[src/rtl/snap_pkg.sv]
package snap_pkg;
  localparam int unsigned MODE_W = 4;
  typedef enum logic [MODE_W-1:0] {
    MD_OFF   = 4'b0000,
    MD_FALL  = 4'b0100,
    MD_RISE  = 4'b0101,
    MD_RISE4 = 4'b0110,
    MD_RISE16= 4'b0111
  } snap_mode_e;
endpackage

[src/rtl/snap_edge.sv]
module snap_edge #(
  parameter int unsigned SYNC_STAGES = 2
) (
  input  logic clk_i,
  input  logic rst_ni,
  input  logic pin_i,
  output logic rise_o,
  output logic fall_o
);
  logic [SYNC_STAGES:0] pipe_q;

  for (genvar g = 0; g <= SYNC_STAGES; g++) begin : g_stage
    if (g == 0) begin : g_first
      always_ff @(posedge clk_i or negedge rst_ni)
        if (!rst_ni) pipe_q[0] <= 1'b0;
        else         pipe_q[0] <= pin_i;
    end else begin : g_next
      always_ff @(posedge clk_i or negedge rst_ni)
        if (!rst_ni) pipe_q[g] <= 1'b0;
        else         pipe_q[g] <= pipe_q[g-1];
    end
  end

  // last stage holds the previous synchronized level
  assign rise_o =  pipe_q[SYNC_STAGES-1] & ~pipe_q[SYNC_STAGES];
  assign fall_o = ~pipe_q[SYNC_STAGES-1] &  pipe_q[SYNC_STAGES];
endmodule

[src/rtl/snap_div.sv]
module snap_div #(
  parameter int unsigned DIV_A = 4,
  parameter int unsigned DIV_B = 16
) (
  input  logic clk_i,
  input  logic rst_ni,
  input  logic clr_i,
  input  logic tick_i,
  input  logic sel_b_i,
  output logic hit_o
);
  localparam int unsigned CW = $clog2(DIV_B);

  logic [CW-1:0] cnt_q;
  logic [CW-1:0] limit;

  assign limit = sel_b_i ? CW'(DIV_B - 1) : CW'(DIV_A - 1);
  assign hit_o = tick_i && (cnt_q == limit);

  always_ff @(posedge clk_i or negedge rst_ni)
    if (!rst_ni)     cnt_q <= '0;
    else if (clr_i)  cnt_q <= '0;
    else if (tick_i) cnt_q <= (cnt_q == limit) ? '0 : cnt_q + 1'b1;
endmodule

[src/rtl/tmr_snap.sv]
module tmr_snap
  import snap_pkg::*;
#(
  parameter int unsigned TW          = 16,
  parameter int unsigned SYNC_STAGES = 2,
  parameter int unsigned DIV_A       = 4,
  parameter int unsigned DIV_B       = 16
) (
  input  logic          clk_i,
  input  logic          rst_ni,
  input  logic          pin_i,
  input  logic [TW-1:0] tmr_i,
  input  logic [3:0]    mode_i,
  input  logic          flag_clr_i,
  output logic [TW-1:0] cap_o,
  output logic          flag_o
);
  logic            rise, fall, div_hit, div_clr, tick;
  logic            off, mode_chg, ev;
  logic            hit_q, flag_q;
  logic [3:0]      mode_q;
  logic [TW-1:0]   cap_q;

  snap_edge #(.SYNC_STAGES(SYNC_STAGES)) u_edge (
    .clk_i  (clk_i),
    .rst_ni (rst_ni),
    .pin_i  (pin_i),
    .rise_o (rise),
    .fall_o (fall)
  );

  assign off      = (mode_i == MD_OFF);
  assign mode_chg = (mode_i != mode_q);
  assign div_clr  = off | mode_chg;
  assign tick     = rise & ~div_clr &
                    ((mode_i == MD_RISE4) | (mode_i == MD_RISE16));

  snap_div #(.DIV_A(DIV_A), .DIV_B(DIV_B)) u_div (
    .clk_i   (clk_i),
    .rst_ni  (rst_ni),
    .clr_i   (div_clr),
    .tick_i  (tick),
    .sel_b_i (mode_i == MD_RISE16),
    .hit_o   (div_hit)
  );

  always_comb begin
    ev = 1'b0;
    if (!div_clr) begin
      case (mode_i)
        MD_FALL:            ev = fall;
        MD_RISE:            ev = rise;
        MD_RISE4, MD_RISE16: ev = div_hit;
        default:            ev = 1'b0;
      endcase
    end
  end

  always_ff @(posedge clk_i or negedge rst_ni)
    if (!rst_ni) begin
      mode_q <= MD_OFF;
      hit_q  <= 1'b0;
    end else begin
      mode_q <= mode_i;
      hit_q  <= ev;
    end

  // off wins over a pending event; capture wins over clear
  always_ff @(posedge clk_i or negedge rst_ni)
    if (!rst_ni) begin
      cap_q  <= '0;
      flag_q <= 1'b0;
    end else if (off) begin
      cap_q  <= '0;
      flag_q <= 1'b0;
    end else if (hit_q) begin
      cap_q  <= tmr_i;
      flag_q <= 1'b1;
    end else if (flag_clr_i) begin
      flag_q <= 1'b0;
    end

  assign cap_o  = cap_q;
  assign flag_o = flag_q;
endmodule

[config.mk]
export PLATFORM = sky130hd
export DESIGN_NAME = tmr_snap
export DESIGN_NICKNAME = d
export VERILOG_FILES = /design/src/rtl/snap_pkg.sv /design/src/rtl/snap_edge.sv /design/src/rtl/snap_div.sv /design/src/rtl/tmr_snap.sv
export SDC_FILE = /design/constraint.sdc
export NUM_CORES = 1
export LEC_CHECK = 0
export ABC_AREA = 0
export ABC_CLOCK_PERIOD_IN_PS = 1500
export BUFFER_PORTS_ARGS = -buffer_cell sky130_fd_sc_hd__buf_4
export CORE_MARGIN = 1
export CORE_UTILIZATION = 35
export CTS_CLUSTER_SIZE = 40
export DETAILED_ROUTE_END_ITERATION = 10
export HOLD_SLACK_MARGIN = 0.15
export PLACE_DENSITY = 0.65
export SKIP_LAST_GASP = 1
export SYNTH_ARGS = -nofsm -noshare
export SYNTH_HDL_FRONTEND = slang
export SYNTH_SLANG_ARGS = --single-unit
[constraint.sdc]
create_clock -name clk_i -period 1.5 [get_ports clk_i]
set_clock_uncertainty 0.15 [all_clocks]
set_input_delay 0.075 -clock clk_i [delete_from_list [all_inputs] [get_ports clk_i]]
set_output_delay 0.075 -clock clk_i [all_outputs]
set_load 0.03 [all_outputs]
Yosys cells after proc, flatten, opt, wreduce, memory -nomap -nowiden
Index checks and enable logic that the tools add are counted.

operators by class
  reductions and logical operators = 6
  add/sub/neg operators = 1
  multiplexer cells = 11
  bitwise gates (word level) = 9
  equality and inequality tests = 6

operator list
  operator               number
  $mux W16               2
  $eq A4 B3 Y1 const B   4
  $mux W4                4
  $add A4 B1 Y4 const B  1
  $and A1 B1 Y1          4
  $eq A4 B4 Y1           1
  $logic_not A4 Y1       1
  $mux W1                4
  $ne A4 B4 Y1           1
  $reduce_bool A2 Y1     2
  $not A1 Y1             3
  $pmux W1 S3            1
  $reduce_bool A3 Y1     1
  $or A1 B1 Y1           2
  $reduce_or A2 Y1       1
  $logic_and A1 B1 Y1    1

word-level totals
  logic and storage cells = 41
  bits of input ports = 24
  flip-flop bits (word level) = 29

Longest topological paths before layout
Gate-level depths: netlist of the first run.

  word-level depth = 8
  gate-level depth with buffers = 4
  depth with buffers taken out = 4

Hierarchy
Synthesis of the first run repeated with hierarchy kept, for this count alone.

second synthesis, totals
  cells, all modules = 109
  area total of the unflattened synthesis = 1275.0 um^2

by module, submodules not included
  module     times used  seq. area each (um^2)  cells an instance  area an instance (um^2)
  tmr_snap   1           550.5                  80                 962.2
  snap_div   1           100.1                  24                 222.7
  snap_edge  1           75.1                   5                  90.1

Least setup slack after synthesis of the first run
OpenSTA, ideal clock, no wires.

  path kind = register to register
  start = reg u_div.cnt_q[2]
  end = reg hit_q
  slack = 28 ps
  path buffers = 0
  setup time = 105 ps
  clock period less this slack = 1472 ps
  required time = 1245 ps
  stages on the path, launching flop included = 5
  data arrival time = 1216 ps
  path through = dfrtp_1 -> or2_2 -> mux2i_1 -> a41oi_1 -> nor4b_1

on the way
  cells in the longest elaborated chain, start to end = 4

ends and longest elaborated chain
  element                 line            text
  from (decl)             snap_div.sv:14  logic [CW-1:0] cnt_q;
  from (signal assigned)  snap_div.sv:23  else if (tick_i) cnt_q <= (cnt_q == limit) ? '0 : cnt_q + 1'b1;
  $eq A4 B4 Y1            snap_div.sv:18  assign hit_o = tick_i && (cnt_q == limit);
  $logic_and A1 B1 Y1     snap_div.sv:18
  $pmux W1 S3             tmr_snap.sv:50  case (mode_i)
  $mux W1                 tmr_snap.sv:49  if (!div_clr) begin
  via ev                  tmr_snap.sv:19  logic off, mode_chg, ev;
  to (signal assigned)    tmr_snap.sv:65  hit_q <= ev;
  to (decl)               tmr_snap.sv:20  logic hit_q, flag_q;

The timed path passes the listed nets, and every way through them passes these cells.
A chain may end at the register's enable or synchronous reset.

Final worst setup path of the first run
  start = reg u_edge.pipe_q[2]
  end = reg u_div.cnt_q[3]

on the way
  cells in the longest elaborated chain, start to end = 5

ends and longest elaborated chain
  element                              line             text
  from (decl)                          snap_edge.sv:10  logic [SYNC_STAGES:0] pipe_q;
  from (signal, indexed assignment)    snap_edge.sv:20  else pipe_q[g] <= pipe_q[g-1];
  $not A1 Y1                           snap_edge.sv:25  assign rise_o = pipe_q[SYNC_STAGES-1] & ~pipe_q[SYNC_STAGES];
  $and A1 B1 Y1                        snap_edge.sv:25
  $and A1 B1 Y1 (2 in series)          tmr_snap.sv:35   assign tick = rise & ~div_clr &
  $reduce_bool A2 Y1 (no source line)  n/a

Every way passes these cells.

==> results of run 1 <==
synth_stat cells (2+ instances only):
cell type	instances	area [um^2]
xnor2_1	2	17.5
inv_1	3	11.3
dfrtp_1	29	726
buf_2	3	15.0
mux2i_1	18	180
a21oi_1	5	25.0
nor2_1	18	67.6
nand3_1	5	25.0
nand2_1	4	15.0
xor2_1	2	17.5
stage by stage:
step           total power [uW]  std cells
2_1_floorplan               879        105
4_1_cts                    1510        226
3_5_place_dp                978        194
3_3_place_gp                973        194
6_report                   1500        227
5_1_grt                    1580        227
power breakdown:
part	switching (uW)	internal [uW]	total [uW]
logic	90.8	118	208
registers	9.90	800	810
clock network	258	221	479
worst register-to-register path, stage by stage, from the launching register on:
cell and delay (ns):
dfrtp_1 0.39, and2b_2 0.23, nand2_2 0.05, or4_1 0.47
a31oi_1 0.17
cells by family after synthesis:
family	share of synthesized area [%]
buffers and inverters	2.13
AO/OA/AOI/OAI	4.47
XOR/XNOR	2.84
AND/OR/NAND/NOR	16.0
multiplexers	14.6
flip-flops	58.9
adder cells (fa/ha/maj)	1.02
routing by layer:
metal  wire, um  track usage (%)  up-vias  part of all wire, %
li1           -                -      512                    -
met1       1250             19.0      496                   41
met2       1590             33.1       38                   52
met3        166             7.56        5                  5.4
met4         40             6.67        0                  1.3
met5          0                0        -                    0
state kept, by name (all words and copies together) (netlist names):
name	cells
flag_o	1
u_div.cnt_q	4
hit_q	1
u_edge.pipe_q	3
mode_q	4
cap_o	16
cell type report:
cell class                 instances  area [um^2]  area share [%]
sequential                        29          726            36.9
timing repair buffer              72          618            31.5
multi-input combinational         70          497            25.3
tap                               46         57.6            2.93
clock buffer                       7         55.1            2.80
inverter                           3         11.3           0.573
what timing repair did:
action,4_1_cts,5_1_grt
setup endpoints to repair,3,6
pin swaps,0,1
hold buffers,24,1
setup buffers,1,0
hold endpoints to repair,56,16
gates resized for setup,0,4
worst max path at each step:
| stage | startpoint | endpoint | slack, ns |
|---|---|---|---|
| 6_report | u_edge.pipe_q[2] | u_div.cnt_q[3] | -0.04 |
| 5_1_grt | u_edge.pipe_q[2] | u_div.cnt_q[3] | -0.08 |
| 3_3_place_gp | u_div.cnt_q[3] | hit_q | -0.01 |
| 4_1_cts | u_edge.pipe_q[2] | u_div.cnt_q[3] | -0.05 |
| 3_5_place_dp | u_div.cnt_q[3] | hit_q | -0.07 |
| 2_1_floorplan | u_div.cnt_q[2] | hit_q | 0.03 |
==> flow_summary_export.csv, run 1 <==
group,metric,value,unit
cells_and_area,nets,206,
worst_setup_path,rr_endpoint,"u_div.cnt_q[3]",
worst_setup_path,end_kind,"register",
cells_and_area,fin_util,58.4,%
yosys,synth_cell_types,26,
timing,hold_violations,1,
clock_network,cts_max_level,2,
timing,fin_ws,-0.0366,ns
cells_and_area,drive_gt1_share,34.3,%
worst_setup_path,ff2ff_setup_slack,-0.04,ns
timing,tns,-0.0366,ns
cells_and_area,syn_to_final_growth,59.4,%
yosys,yosysWarnings,0,
floorplanning,initial_core_util,36.6,%
cells_and_area,antennaDiodeCount,0,
timing,tightest_slew,0.366,ns
yosys,yosysSeqAreaShare,58.9,%
timing,fin_crit_sh,102,%
cells_and_area,final_common_cell,"buf_4",
detailed_routing,drc,0,
status,status,"finished, violations left",
timing,rsz0062_at_grt,"yes",
worst_setup_path,crit_slowest_cell,"or4_1",
clock_network,cts.sink_count,29,
worst_setup_path,cp_num_cells,4,
detailed_routing,viasPerCell,4.63,
placement,pre_cts_slack,-0.0681,ns
worst_setup_path,cpPeakStageDelay,0.47,ns
placement,gp_congestion,0.827,
global_routing,grt-ovfl-total,0,
worst_setup_path,path_cells,"and2b_2 > nand2_2 > or4_1 > a31oi_1",
cells_and_area,final_area,1960,um^2
timing,fin_crit,1.54,ns
yosys,synth_enable_flop_cells,0,
power,power_density,762,nW/um^2
cells_and_area,mostFrequentLayoutCells,"46 x buf_4, 29 x dfrtp_1, 24 x dlygate4sd3_1",
floorplanning,rows,21,
worst_setup_path,arrival,1.63,ns
worst_setup_path,worstReg2RegStart,"u_edge.pipe_q[2]",
timing,max_freq,651,MHz
min_path,hold_start,"mode_i[1]",
floorplanning,die_y,61.3,um
min_path,hp-class,"in -> reg",
min_path,holdPathEnd,"mode_q[1]",
global_routing,grt_antenna_before_repair,0,
global_routing,track_usage,18.3,%
global_routing,grt_pass1_vias,1098,
clock_network,clockRootBuffer,"clkbuf_4",
detailed_routing,route.detailed.wl_per_inst,13.4,um
detailed_routing,ant_nets,0,
detailed_routing,drt_wl_total,3.05,mm
floorplanning,core_area,3360,um^2
yosys,synth-async-reset-ratio,100,%
cells_and_area,fillers,301,
clock_network,cts_buffer_depth,2,
floorplanning,die_width,61.3,um
yosys,synthFlopType,"dfrtp_1",
timing,maxSlewViolCount,0,
clock_network,cts_buffers,5,
global_routing,grt_max_degree,30,
worst_setup_path,critPathLaunchType,"register",
placement,place_area,1630,um^2
detailed_routing,num_vias,1051,
yosys,ys_seq_elements,29,
floorplanning,die_area,3760,um^2
power,p_leak,0.000944,uW
min_path,whs_path_depth,1,
timing,hold-worst-slack,-0.249,ns
timing,finalSetupViolations,1,
job,cap_violations,0,
detailed_routing,drt-pass1-iter-count,4,
clock_network,cts_tree,"built",
yosys,syn_nets,130,
worst_setup_path,critical_path.top_delay_family,"simple AND/OR/NAND/NOR gates",
placement,place_hpwl,1.92,mm
yosys,synthCells,105,
placement,portBuffers,40,
timing,slew_headroom,75.6,%
status,violations,"negative hold slack, negative setup slack",
power,peakVddDrop,0.000528,V
clock_network,insertion_delay,0.33,ns
floorplanning,pin_count,41,
worst_setup_path,crit_type,"reg -> reg",
yosys,syn_area,1230,um^2
worst_setup_path,crit_fanout,3,
global_routing,grt_pass1_wl,4.78,mm
detailed_routing,drtIter0Drc,22,
worst_setup_path,crit_buf_inv,0,
yosys,synth.avg_cell_area,11.7,um^2
clock_network,clkSlewWorstSetupHoldPaths,0.09,ns
worst_setup_path,crit_required,1.60,ns
worst_setup_path,rr_worst_depth,4,
No activity file was read; power rests on OpenSTA's default activity.
==> run 2: changes to the inputs <==
--- a/config.mk
+++ b/config.mk
@@ -9,11 +9,13 @@
 export ABC_CLOCK_PERIOD_IN_PS = 1500
 export BUFFER_PORTS_ARGS = -buffer_cell sky130_fd_sc_hd__buf_4
 export CORE_MARGIN = 1
-export CORE_UTILIZATION = 35
+export CORE_UTILIZATION = 37
 export CTS_CLUSTER_SIZE = 40
 export DETAILED_ROUTE_END_ITERATION = 10
 export HOLD_SLACK_MARGIN = 0.15
-export PLACE_DENSITY = 0.65
+export PLACE_DENSITY = 0.68
+export SETUP_SLACK_MARGIN = 0.2
+export SKIP_CTS_REPAIR_TIMING = 1
 export SKIP_LAST_GASP = 1
 export SYNTH_ARGS = -nofsm -noshare
 export SYNTH_HDL_FRONTEND = slang
==> run 2 against run 1 <==
Net effect: the run still ends with negative hold slack, negative setup slack left; first-iteration DRC count grew 100%; setup slack got worse by 0.0030 ns; non-clock buffer count fell by 2; maximum frequency down 0.19%; highest routed layer unchanged.
==> flow_summary_export.csv, run 2 (synthesis gave the netlist of run 1 again) <==
group,metric,value,unit
floorplanning,pin_count,41,
power,seqPwrFrac,54.4,%
floorplanning,core_area,3100,um^2
cells_and_area,antennaDiodeCount,0,
cells_and_area,final_common_cell,"buf_4",
global_routing,track_usage,14.4,%
clock_network,cts_max_level,2,
cells_and_area,syn_to_final_growth,60.1,%
worst_setup_path,critical_path.top_delay_family,"simple AND/OR/NAND/NOR gates",
worst_setup_path,path_cells,"or3b_1 > a21oi_1 > a41oi_2 > nor4b_2",
clock_network,cts_buffers,5,
detailed_routing,drtIter0Drc,45,
detailed_routing,drt-pass1-iter-count,4,
clock_network,clkSlewWorstSetupHoldPaths,0.09,ns
placement,place_area,1630,um^2
global_routing,grt_pass1_vias,872,
min_path,hp-class,"in -> reg",
clock_network,cts_tree,"built",
timing,rsz0062_at_grt,"yes",
global_routing,grt_antenna_before_repair,0,
detailed_routing,route.detailed.wl_per_inst,12.9,um
timing,fin_crit_sh,103,%
status,status,"finished, violations left",
timing,maxSlewViolCount,0,
floorplanning,die_width,59.7,um
power,power.total,1490,uW
worst_setup_path,critPathLaunchType,"register",
worst_setup_path,crit_type,"reg -> reg",
placement,gp_congestion,0.735,
power,power_density,753,nW/um^2
timing,slew_headroom,75.9,%
timing,fin_crit,1.54,ns
detailed_routing,drt_wl_total,2.87,mm
power,p_clk_share,31.3,%
cells_and_area,final_area,1970,um^2
job,cap_violations,0,
clock_network,insertion_delay,0.32,ns
cells_and_area,mostFrequentLayoutCells,"46 x buf_4, 29 x dfrtp_1, 22 x dlygate4sd3_1",
worst_setup_path,arrival,1.62,ns
worst_setup_path,crit_fanout,3,
power,p_comb_share,14.2,%
cells_and_area,largest_register_ffs,16,
floorplanning,initial_core_util,39.7,%
detailed_routing,viasPerCell,4.65,
worst_setup_path,cpPeakStageDelay,0.40,ns
timing,max_freq,650,MHz
global_routing,grt_pass1_wl,3.70,mm
floorplanning,die_y,59.7,um
cells_and_area,drive_gt1_share,36.9,%
placement,place_hpwl,1.70,mm
timing,fin_ws,-0.0396,ns
timing,finalSetupViolations,1,
power,p_int,1140,uW
placement,pre_cts_slack,-0.0369,ns
cells_and_area,multiInputGateArea,529,um^2
power,switchingPower,349,uW
worst_setup_path,crit_required,1.58,ns
placement,portBuffers,40,
floorplanning,rows,20,
clock_network,cts_buffer_depth,2,
clock_network,clockRootBuffer,"clkbuf_4",
detailed_routing,ant_nets,0,
power,p_sw_share,23.5,%
detailed_routing,drc,0,
clock_network,cts.sink_count,29,
power,p_leak,0.000932,uW
floorplanning,die_area,3570,um^2
timing,hold-worst-slack,-0.235,ns
timing,tightest_slew,0.361,ns
cells_and_area,nets,204,
worst_setup_path,crit_slowest_cell,"dfrtp_1",
timing,hold_violations,3,
worst_setup_path,crit_buf_inv,0,
global_routing,grt_max_degree,30,
status,violations,"negative hold slack, negative setup slack",
global_routing,grt-ovfl-total,0,
cells_and_area,seqCellArea,726,um^2
detailed_routing,num_vias,1038,
cells_and_area,fillers,257,
power,peakVddDrop,0.000569,V
worst_setup_path,end_kind,"register",
run 2: cell types whose count changed in the layout (fill, tap and decap cells not counted):
cell            previous run  this run
a41oi_1                    1         0
dlygate4sd3_1             24        22
or2_2                      1         0
or2_4                      0         1
nand2_2                    1         0
nand2_4                    0         1
dlymetal6s4s_1             1         0
nand3_1                    4         3
mux2i_1                   18        17
a41oi_2                    0         1
buf_6                      0         1
mux2i_4                    0         1
nand3_2                    1         2
run 2: worst paths after layout:
check | start | depth (start not counted) | slack [ns] | to
setup / recovery | u_edge.pipe_q[1] | 4 | -0.04 | hit_q
hold / removal | mode_i[2] | 1 | -0.23 | mode_q[2]
setup reg to reg | u_edge.pipe_q[1] | 4 | -0.04 | hit_q
hold reg to reg | u_edge.pipe_q[0] | 0 | 0.22 | u_edge.pipe_q[1]
max in group asynchronous | rst_ni | 3 | 0.31 | cap_o[7]
min in group asynchronous | rst_ni | 3 | 0.62 | u_edge.pipe_q[1]
run 2: power by group through the flow:
stage	registers (uW)	logic (uW)	clock network, uW
6_report	809	212	466
3_3_place_gp	824	149	0
2_1_floorplan	843	36.6	0
5_1_grt	811	227	529
3_5_place_dp	825	152	0
4_1_cts	809	152	479
run 2: layout make-up:
cell class	count	share of cell area, %
timing repair buffer	70	30.2
inverter	3	0.571
multi-input combinational	70	26.8
clock buffer	7	2.79
sequential	29	36.8
tap	44	2.79
run 2: per-stage QoR:
stage	util, %	setup TNS, ns	instances	hold slack [ns]
after detailed placement	52.6	-0.0369	192	-0.134
after global placement	52.6	0	192	-0.140
after floorplan	-	0	105	-0.371
after global routing	63.6	-0.197	223	-0.258
final	63.6	-0.0396	223	-0.235
after CTS	54.4	-0.0724	199	-0.486
run 2: worst register-to-register path, stage by stage, from the launching register on:
cell and delay [ns]:
dfrtp_1 0.40, or3b_1 0.35, a21oi_1 0.21, a41oi_2 0.07, nor4b_2 0.28
run 2: layer usage:
metal  GRT usage [%]  part of all wire, %
met1            17.1                   43
met5               0                    0
met2            23.0                   50
met4            4.98                  1.2
met3            6.71                  6.7
==> run 3: changes to the inputs <==
--- a/config.mk
+++ b/config.mk
@@ -9,11 +9,11 @@
 export ABC_CLOCK_PERIOD_IN_PS = 1500
 export BUFFER_PORTS_ARGS = -buffer_cell sky130_fd_sc_hd__buf_4
 export CORE_MARGIN = 1
-export CORE_UTILIZATION = 37
+export CORE_UTILIZATION = 44
 export CTS_CLUSTER_SIZE = 40
 export DETAILED_ROUTE_END_ITERATION = 10
 export HOLD_SLACK_MARGIN = 0.15
-export PLACE_DENSITY = 0.68
+export PLACE_DENSITY = 0.78
 export SETUP_SLACK_MARGIN = 0.2
 export SKIP_CTS_REPAIR_TIMING = 1
 export SKIP_LAST_GASP = 1
==> run 3 against run 2 <==
Net effect: the run still ends with negative hold slack, negative setup slack left; setup slack worse by 0.031 ns; core utilization increased by 13 points; critical path depth grew 3; maximum frequency shrank 2.0%; clock-buffer cell count did not move; power is 1.1% higher; highest routed layer unchanged.
==> flow_summary_export.csv, run 3 (synthesis gave the netlist of run 1 again) <==
group,metric,value,unit
cells_and_area,nets,205,
power,power_density,763,nW/um^2
timing,fin_crit_sh,105,%
detailed_routing,drt-pass1-iter-count,4,
cells_and_area,fillers,169,
worst_setup_path,path_cells,"buf_4 > dlygate4sd3_1 > nor4_2 > nor3_2 > nand3_2 > buf_4 > nor2_1",
global_routing,grt_pass1_vias,894,
detailed_routing,drc,0,
worst_setup_path,cpMostUsedCell,"buf_4",
worst_setup_path,critPathLaunchType,"input pin",
worst_setup_path,crit_fanout,5,
floorplanning,rows,18,
cells_and_area,antennaDiodeCount,0,
cells_and_area,final_common_cell,"buf_4",
timing,slew_headroom,75.9,%
detailed_routing,route.detailed.wl_per_inst,15.1,um
timing,tightest_slew,0.362,ns
detailed_routing,drtIter0Drc,14,
floorplanning,die_y,54.9,um
worst_setup_path,critical_path.top_delay_family,"buffers and inverters",
cells_and_area,final_area,1970,um^2
floorplanning,die_area,3020,um^2
global_routing,track_usage,18.4,%
placement,gp_congestion,0.847,
cells_and_area,mostFrequentLayoutCells,"47 x buf_4, 29 x dfrtp_1, 22 x dlygate4sd3_1",
clock_network,cts_buffers,5,
detailed_routing,viasPerCell,5.04,
worst_setup_path,crit_required,1.56,ns
worst_setup_path,end_kind,"register",
worst_setup_path,ff2ff_setup_slack,-0.02,ns
detailed_routing,drt_wl_total,3.18,mm
floorplanning,core_area,2570,um^2
cells_and_area,fin_util,76.8,%
placement,place_area,1600,um^2
timing,finalSetupViolations,21,
worst_setup_path,crit_type,"in -> reg",
cells_and_area,syn_to_final_growth,59.9,%
timing,max_freq,637,MHz
power,p_leak,0.000936,uW
global_routing,grt_antenna_before_repair,0,
placement,place_hpwl,1.78,mm
clock_network,clockRootBuffer,"clkbuf_4",
clock_network,cts_max_level,2,
job,cap_violations,0,
cells_and_area,largest_register_ffs,16,
floorplanning,die_width,54.9,um
cells_and_area,drive_gt1_share,38.3,%
worst_setup_path,crit_slowest_cell,"dlygate4sd3_1",
clock_network,cts.sink_count,29,
floorplanning,initial_core_util,48.0,%
global_routing,grt_pass1_wl,3.68,mm
min_path,hp-class,"in -> reg",
status,violations,"negative hold slack, negative setup slack",
detailed_routing,ant_nets,0,
timing,hold-worst-slack,-0.238,ns
clock_network,insertion_delay,0.32,ns
clock_network,cts_tree,"built",
worst_setup_path,cpPeakStageDelay,0.64,ns
clock_network,cts_buffer_depth,2,
timing,rsz0062_at_grt,"yes",
timing,hold_violations,3,
worst_setup_path,arrival,1.63,ns
worst_setup_path,crit_buf_inv,3,
timing,fin_ws,-0.0704,ns
global_routing,grt_max_degree,30,
global_routing,grt-ovfl-total,0,
status,status,"finished, violations left",
timing,maxSlewViolCount,0,
detailed_routing,num_vias,1059,
timing,fin_crit,1.57,ns
clock_network,clkSlewWorstSetupHoldPaths,0.09,ns
placement,portBuffers,40,
floorplanning,pin_count,41,
power,peakVddDrop,0.000679,V
==> run 3: layout make-up <==
class | count | area [um^2] | share of cell area, %
Sequential cell | 29 | 726 | 36.8
Timing Repair Buffer | 71 | 604 | 30.7
Multi-Input combinational cell | 70 | 537 | 27.2
Clock buffer | 7 | 55.1 | 2.79
Tap cell | 30 | 37.5 | 1.90
Inverter | 3 | 11.3 | 0.571
==> run 3: final timing paths <==
check	from	to	depth (start not counted)
worst max-delay path	mode_i[0]	u_div.cnt_q[2]	7
worst min-delay path	mode_i[2]	mode_q[2]	1
worst max register to register	u_edge.pipe_q[1]	u_div.cnt_q[2]	6
worst min register to register	u_edge.pipe_q[0]	u_edge.pipe_q[1]	0
max in group asynchronous	rst_ni	cap_o[15]	3
min in group asynchronous	rst_ni	cap_o[6]	3
==> run 3: through the flow <==
stage | total power, uW | TNS [ns] | std cells | worst slack, ns
6_report | 1500 | -0.366 | 210 | -0.0704
5_1_grt | 1570 | -0.895 | 210 | -0.121
4_1_cts | 1440 | -0.113 | 183 | -0.113
3_5_place_dp | 977 | -0.0946 | 176 | -0.0946
3_3_place_gp | 970 | 0 | 176 | 0.0151
2_1_floorplan | 879 | 0 | 105 | 0.0717
==> run 3: power breakdown <==
part	switching (uW)	internal [uW]	leakage (uW)
Combinational	101	121	0.000517
Sequential	9.82	800	0.000388
Clock	251	221	0.0000314
Total	361	1140	0.000936
==> run 3: routing by layer <==
metal | up-vias | GRT usage (%) | share of wire (%)
li1 | 511 | - | -
met1 | 500 | 18.6 | 39
met2 | 44 | 31.9 | 54
met3 | 4 | 8.20 | 6.2
met4 | 0 | 9.17 | 0.91
met5 | - | 0 | 0
